--- src/rtl/amd_pkg.sv ---
package amd_pkg;
  localparam int NSTEPS = 7;
  localparam int STEP_W = $clog2(NSTEPS);

  // Schedule of the shared multiplier; the last step compares.
  typedef enum logic [STEP_W-1:0] {
    ST_XX  = 3'd0,
    ST_Y2  = 3'd1,
    ST_Y0  = 3'd2,
    ST_Y1  = 3'd3,
    ST_C0  = 3'd4,
    ST_C1  = 3'd5,
    ST_CMP = 3'd6
  } step_e;
endpackage

--- src/rtl/amd_step_seq.sv ---
module amd_step_seq
  import amd_pkg::*;
(
  input  logic              clk,
  input  logic              rst_n,
  input  logic              start,
  output logic              accept,
  output logic              busy,
  output logic [STEP_W-1:0] step,
  output logic              last
);
  logic              busy_n;
  logic [STEP_W-1:0] step_n;

  assign accept = start & ~busy;
  assign last   = busy & (step == STEP_W'(NSTEPS - 1));

  always_comb begin
    busy_n = busy;
    step_n = step;
    if (accept) begin
      busy_n = 1'b1;
      step_n = '0;
    end else if (busy) begin
      if (last) begin
        busy_n = 1'b0;
        step_n = '0;
      end else begin
        step_n = step + 1'b1;
      end
    end
  end

  always_ff @(posedge clk or negedge rst_n) begin
    if (!rst_n) begin
      busy <= 1'b0;
      step <= '0;
    end else begin
      busy <= busy_n;
      step <= step_n;
    end
  end
endmodule

--- config.mk ---
export PLATFORM = sky130hd
export DESIGN_NAME = amd_step_seq
export DESIGN_NICKNAME = d
export VERILOG_FILES = /design/src/rtl/amd_pkg.sv /design/src/rtl/amd_step_seq.sv
export SDC_FILE = /design/constraint.sdc
export NUM_CORES = 1
export LEC_CHECK = 0
export BUFFER_PORTS_ARGS = -buffer_cell sky130_fd_sc_hd__buf_4
export CORE_AREA = 2 2 39 41
export CTS_BUF_LIST = sky130_fd_sc_hd__clkbuf_8
export CTS_CLUSTER_DIAMETER = 40
export DETAILED_ROUTE_END_ITERATION = 12
export DIE_AREA = 0 0 41 43
export GPL_TIMING_DRIVEN = 0
export PLACE_DENSITY = 0.32
export SLEW_MARGIN = 10
export SYNTH_ARGS = -nofsm -noshare
export SYNTH_HDL_FRONTEND = slang
export SYNTH_SLANG_ARGS = --single-unit
export TNS_END_PERCENT = 100
--- constraint.sdc ---
create_clock -name clk -period 1.1 [get_ports clk]
set_input_delay 0.11 -clock clk [delete_from_list [all_inputs] [get_ports clk]]
set_output_delay 0.11 -clock clk [all_outputs]
set_load 0.02 [all_outputs]
# ---- After elaboration in Yosys (flattened, before gate mapping)
# Cells that the tools add are included.
dict set report totals {
  ff_bits 4
  in_bits 3
  output_inout_bits 6
  word_cells 14
}
dict set report op_classes {
  addsub 1
  eq_ne 1
  muxes 6
  bitwise 3
  n_reduce_logical 1
}
# cell n
set op_table {}
lappend op_table {{3-bit two-way mux} 3}
lappend op_table {{3-bit by 1-bit adder with 3-bit output, second input constant} 1}
lappend op_table {{3-bit equality test, second input constant} 1}
lappend op_table {{1-bit two-way mux} 3}
lappend op_table {{1-bit AND} 2}
lappend op_table {{2-bit nonzero test} 1}
lappend op_table {{1-bit inverter} 1}

# ---- Longest topological paths before layout
dict set report depth {
  ltp_word 5
  mapped_depth 4
  ltp_nobuf 4
}

# ---- Least setup slack after synthesis
# OpenSTA, ideal clock, no wires.
dict set report synth_path {
  kind {reg-to-reg}
  startpoint {register step[0]}
  endpoint {register step[2]}
  setup_ns 0.124
  t_arrival_ns 1.153
  setup_slack_ns -0.177
  path_stages_with_launch 5
  path_buffers 0
  synth_period_minus_slack_ns 1.277
  path_cell_list {dfrtp_1 inv_1 ha_1 and4bb_1 a211o_1}
}
dict set report synth_via {
  elab_chain_len 5
  word_cells_on_any_way 6
}
# item line_no
set synth_rtl {}
lappend synth_rtl {{from (decl)} amd_step_seq.sv:9} ;# output logic [STEP_W-1:0] step,
lappend synth_rtl {{from (signal assigned)} amd_step_seq.sv:40} ;# step <= step_n;
lappend synth_rtl {{parallel branches: the longest is 2 deep, another holds 3-bit by 1-bit adder with 3-bit output} --}
lappend synth_rtl {{3-bit two-way mux *} amd_step_seq.sv:25} ;# if (last) begin
lappend synth_rtl {{3-bit two-way mux *} amd_step_seq.sv:24} ;# end else if (busy) begin
lappend synth_rtl {{3-bit two-way mux *} amd_step_seq.sv:21} ;# if (accept) begin
# Mark *: on every way between the ends. The select of a mux whose other input is x is not followed.
# A chain may end at the register's enable or synchronous reset.

# ---- Final worst setup path
dict set report layout_path {
  startpoint {register step[0]}
  endpoint {output last}
}
dict set report layout_via {
  elab_chain_len 2
}
# item line_no
set layout_rtl {}
lappend layout_rtl {{3-bit equality test} amd_step_seq.sv:16} ;# assign last = busy & (step == STEP_W'(NSTEPS - 1));
lappend layout_rtl {{1-bit AND} amd_step_seq.sv:16}
lappend layout_rtl {{to (decl)} amd_step_seq.sv:10} ;# output logic last
# No other way between the ends.

==> flow_summary.yaml <==
synth:
  avgSynthCellArea_um2: 11.9
  synth_top_area_cell: "dfrtp_1"
  synth_cell_types: 13
  ys_ff_latch: 4
  netlist_area_um2: 214
  synth_top_area_share_pct: 46.8
  syn_inst: 18
  ys_warn_count: 0
  syn-num-nets: 23
  synth_area_leaders: "dfrtp_1, ha_1, and4bb_1"
  seq_area_frac_synth_pct: 46.8
layout:
  antenna_cells: 0
  drive_gt1_share_pct: 69.4
  most-common-layout-cells: "buf_4, dfrtp_2, clkbuf_8, buf_6"
  layout_commonest_cell: "buf_4"
  fin_nets: 43
  synthToLayoutAreaGrowth_pct: 99.4
  fin_cells: 52
power_and_ir_drop:
  ir_worst_vdd_mv: 1.18
  power_density_nw_per_um2: 3260
  p_leak_nw: 0.214
routing:
  first_pass_iters: 2
  drc: 0
  drtAntennaViolNets: 0
  viasPerCell: 4.13
  vias: 215
  routed_wl_um: 546
  met2_length_um: 269
  post_drt_wl_per_cell_um: 10.5
  wirelength_met1_um: 213
  top_layer_used: "met3"
  dr_wl_met3_um: 63
  first_iter_violations: 4
place:
  pre_cts_slack_ns: -0.0750
  dp_cells: 42
  gp_congestion: 0.693
  numPortBuffers: 8
worst_hold_path:
  min_from: "start"
  min-delay-path-class: "input pin to flop"
  min_delay_path_depth: 3
  holdPathEnd: "busy"
clock_network:
  cts_buffers: 3
  cts_tree: "built"
  cts-root-buf: "clkbuf_8"
  clkSinkCount: 4
  clkTransAtPathRegs_ns: 0.03
  insertion_delay_ns: 0.21
  clockBufferDepth: 2
  htree_levels: 1
critical_path:
  required_ns: 0.99
  path_class: "flop to output port"
  r2r-start: "step[0]"
  critPathMaxStageDelay_ns: 0.42
  crit_path_start_kind: "flop"
  critPathCaptureType: "output port"
  r2r.worst_path.cells: 5
  crit_fanout: 3
  crit_chain: "inv_4, ha_4, and3_4, buf_6"
  timing.rr.end: "step[0]"
  cp_slowest_cell: "dfrtp_2"
  critPathArrivalTime_ns: 1.12
  r2r_slack_ns: -0.11
timing:
  rsz0062_at_grt: "true"
  hold_viol_final: 0
  fin_skew_ns: 0.00123
  hold_slack_ns: 0.208
  finalCritPeriodShare_pct: 112
  min_period_ns: 1.23
  tightest_slew_ns: 0.299
  finalMaxSlewViolations: 0
  slew_headroom_pct: 80.0
  fin_ws_ns: -0.133
  fmax_mhz: 811
  setup_violations: 3
floorplanning:
  core-area_um2: 1380
  die_width_um: 41
  rows: 14
  die-area_um2: 1760
  initial_core_util_pct: 15.5
  ios: 9
  fp.dieH_um: 43
job:
  max_cap_violations: 0
global_routing:
  track_usage_pct: 8.35
  grt_pass1_wl_um: 917
  first_global_vias: 228
  grt_max_degree: 9
  grt_remaining_overflow: 0
  antenna_found_initial: 0
run_status:
  violations: "negative setup slack"
  status: "finished, violations left"
-- synthesized netlist by cell type (all sizes together) --
cell type and n:
mux2 1, dfrtp 4, a211o 1, a22o 1, and2b 1, ha 2
and4bb 1, inv 1, a21oi 1, nor2 2, and3 1, a21boi 1
and3b 1
-- where the power goes --
part           leakage (nW)  internal, W  switching, W
combinational         0.149     0.000447      0.000303
sequential           0.0435     0.000232      0.000114
clock                0.0216     0.000232     0.0000632
total                 0.214     0.000912      0.000480
-- layer usage --
layer	track usage, %	vias up
met2	11.3	9
met3	8.38	0
met5	0	-
li1	-	102
met4	4.67	0
met1	7.77	104
-- layout make-up --
cell class	count	area [µm²]
inverter	1	6.26
multi-input combinational	13	133
clock buffer	3	41.3
tap	16	20.0
timing repair buffer	15	123
sequential	4	104
fill	154	957
-- kinds of logic after synthesis --
| logic type | Yosys count | share of synthesized area [%] |
|---|---|---|
| and+or+nand+nor | 6 | 20.5 |
| AOI/OAI and AO/OA | 4 | 14.0 |
| DFF | 4 | 46.8 |
| adders and majority gates | 2 | 11.7 |
| buffers and inverters | 1 | 1.75 |
| muxes | 1 | 5.26 |
-- critical path, delay by kind of cell (launching register included) --
kind	cells	cell delay, ns
adder cells (fa/ha/maj)	1	0.12
flip-flops	1	0.42
AND/OR/NAND/NOR	1	0.19
buffers and inverters	2	0.18
-- metrics by stage --
step | setup TNS [ns] | utilization (%) | cell area (µm²) | power [W]
after global routing | -0.499 | 30.8 | 427 | 0.00153
final | -0.309 | 30.8 | 427 | 0.00139
after CTS | -0.317 | 28.0 | 388 | 0.00129
after global placement | -0.0927 | 22.3 | 309 | 0.000901
after detailed placement | -0.0750 | 22.3 | 309 | 0.000895
after floorplan | -0.0903 | - | 229 | 0.000679
-- timing repair --
action                     4_1_cts  5_1_grt
hold endpoints to repair         4        0
pin swaps                        2        2
hold buffers                     1        0
setup buffers                    2        4
gates resized for setup          4        3
setup endpoints to repair        4        5
-- sequential cells by signal (all words and copies together), names as in the netlist --
register and count:
step 3, busy 1
-- how the worst max path moves through the flow --
stage | slack [ns] | to | from
2_1_floorplan | -0.08 | step[2] | step[0]
3_3_place_gp | -0.09 | step[2] | step[0]
6_report | -0.13 | last | step[0]
4_1_cts | -0.16 | last | step[0]
5_1_grt | -0.18 | last | step[0]
3_5_place_dp | -0.07 | step[2] | step[0]
No activity file was read; power rests on OpenSTA's default activity.
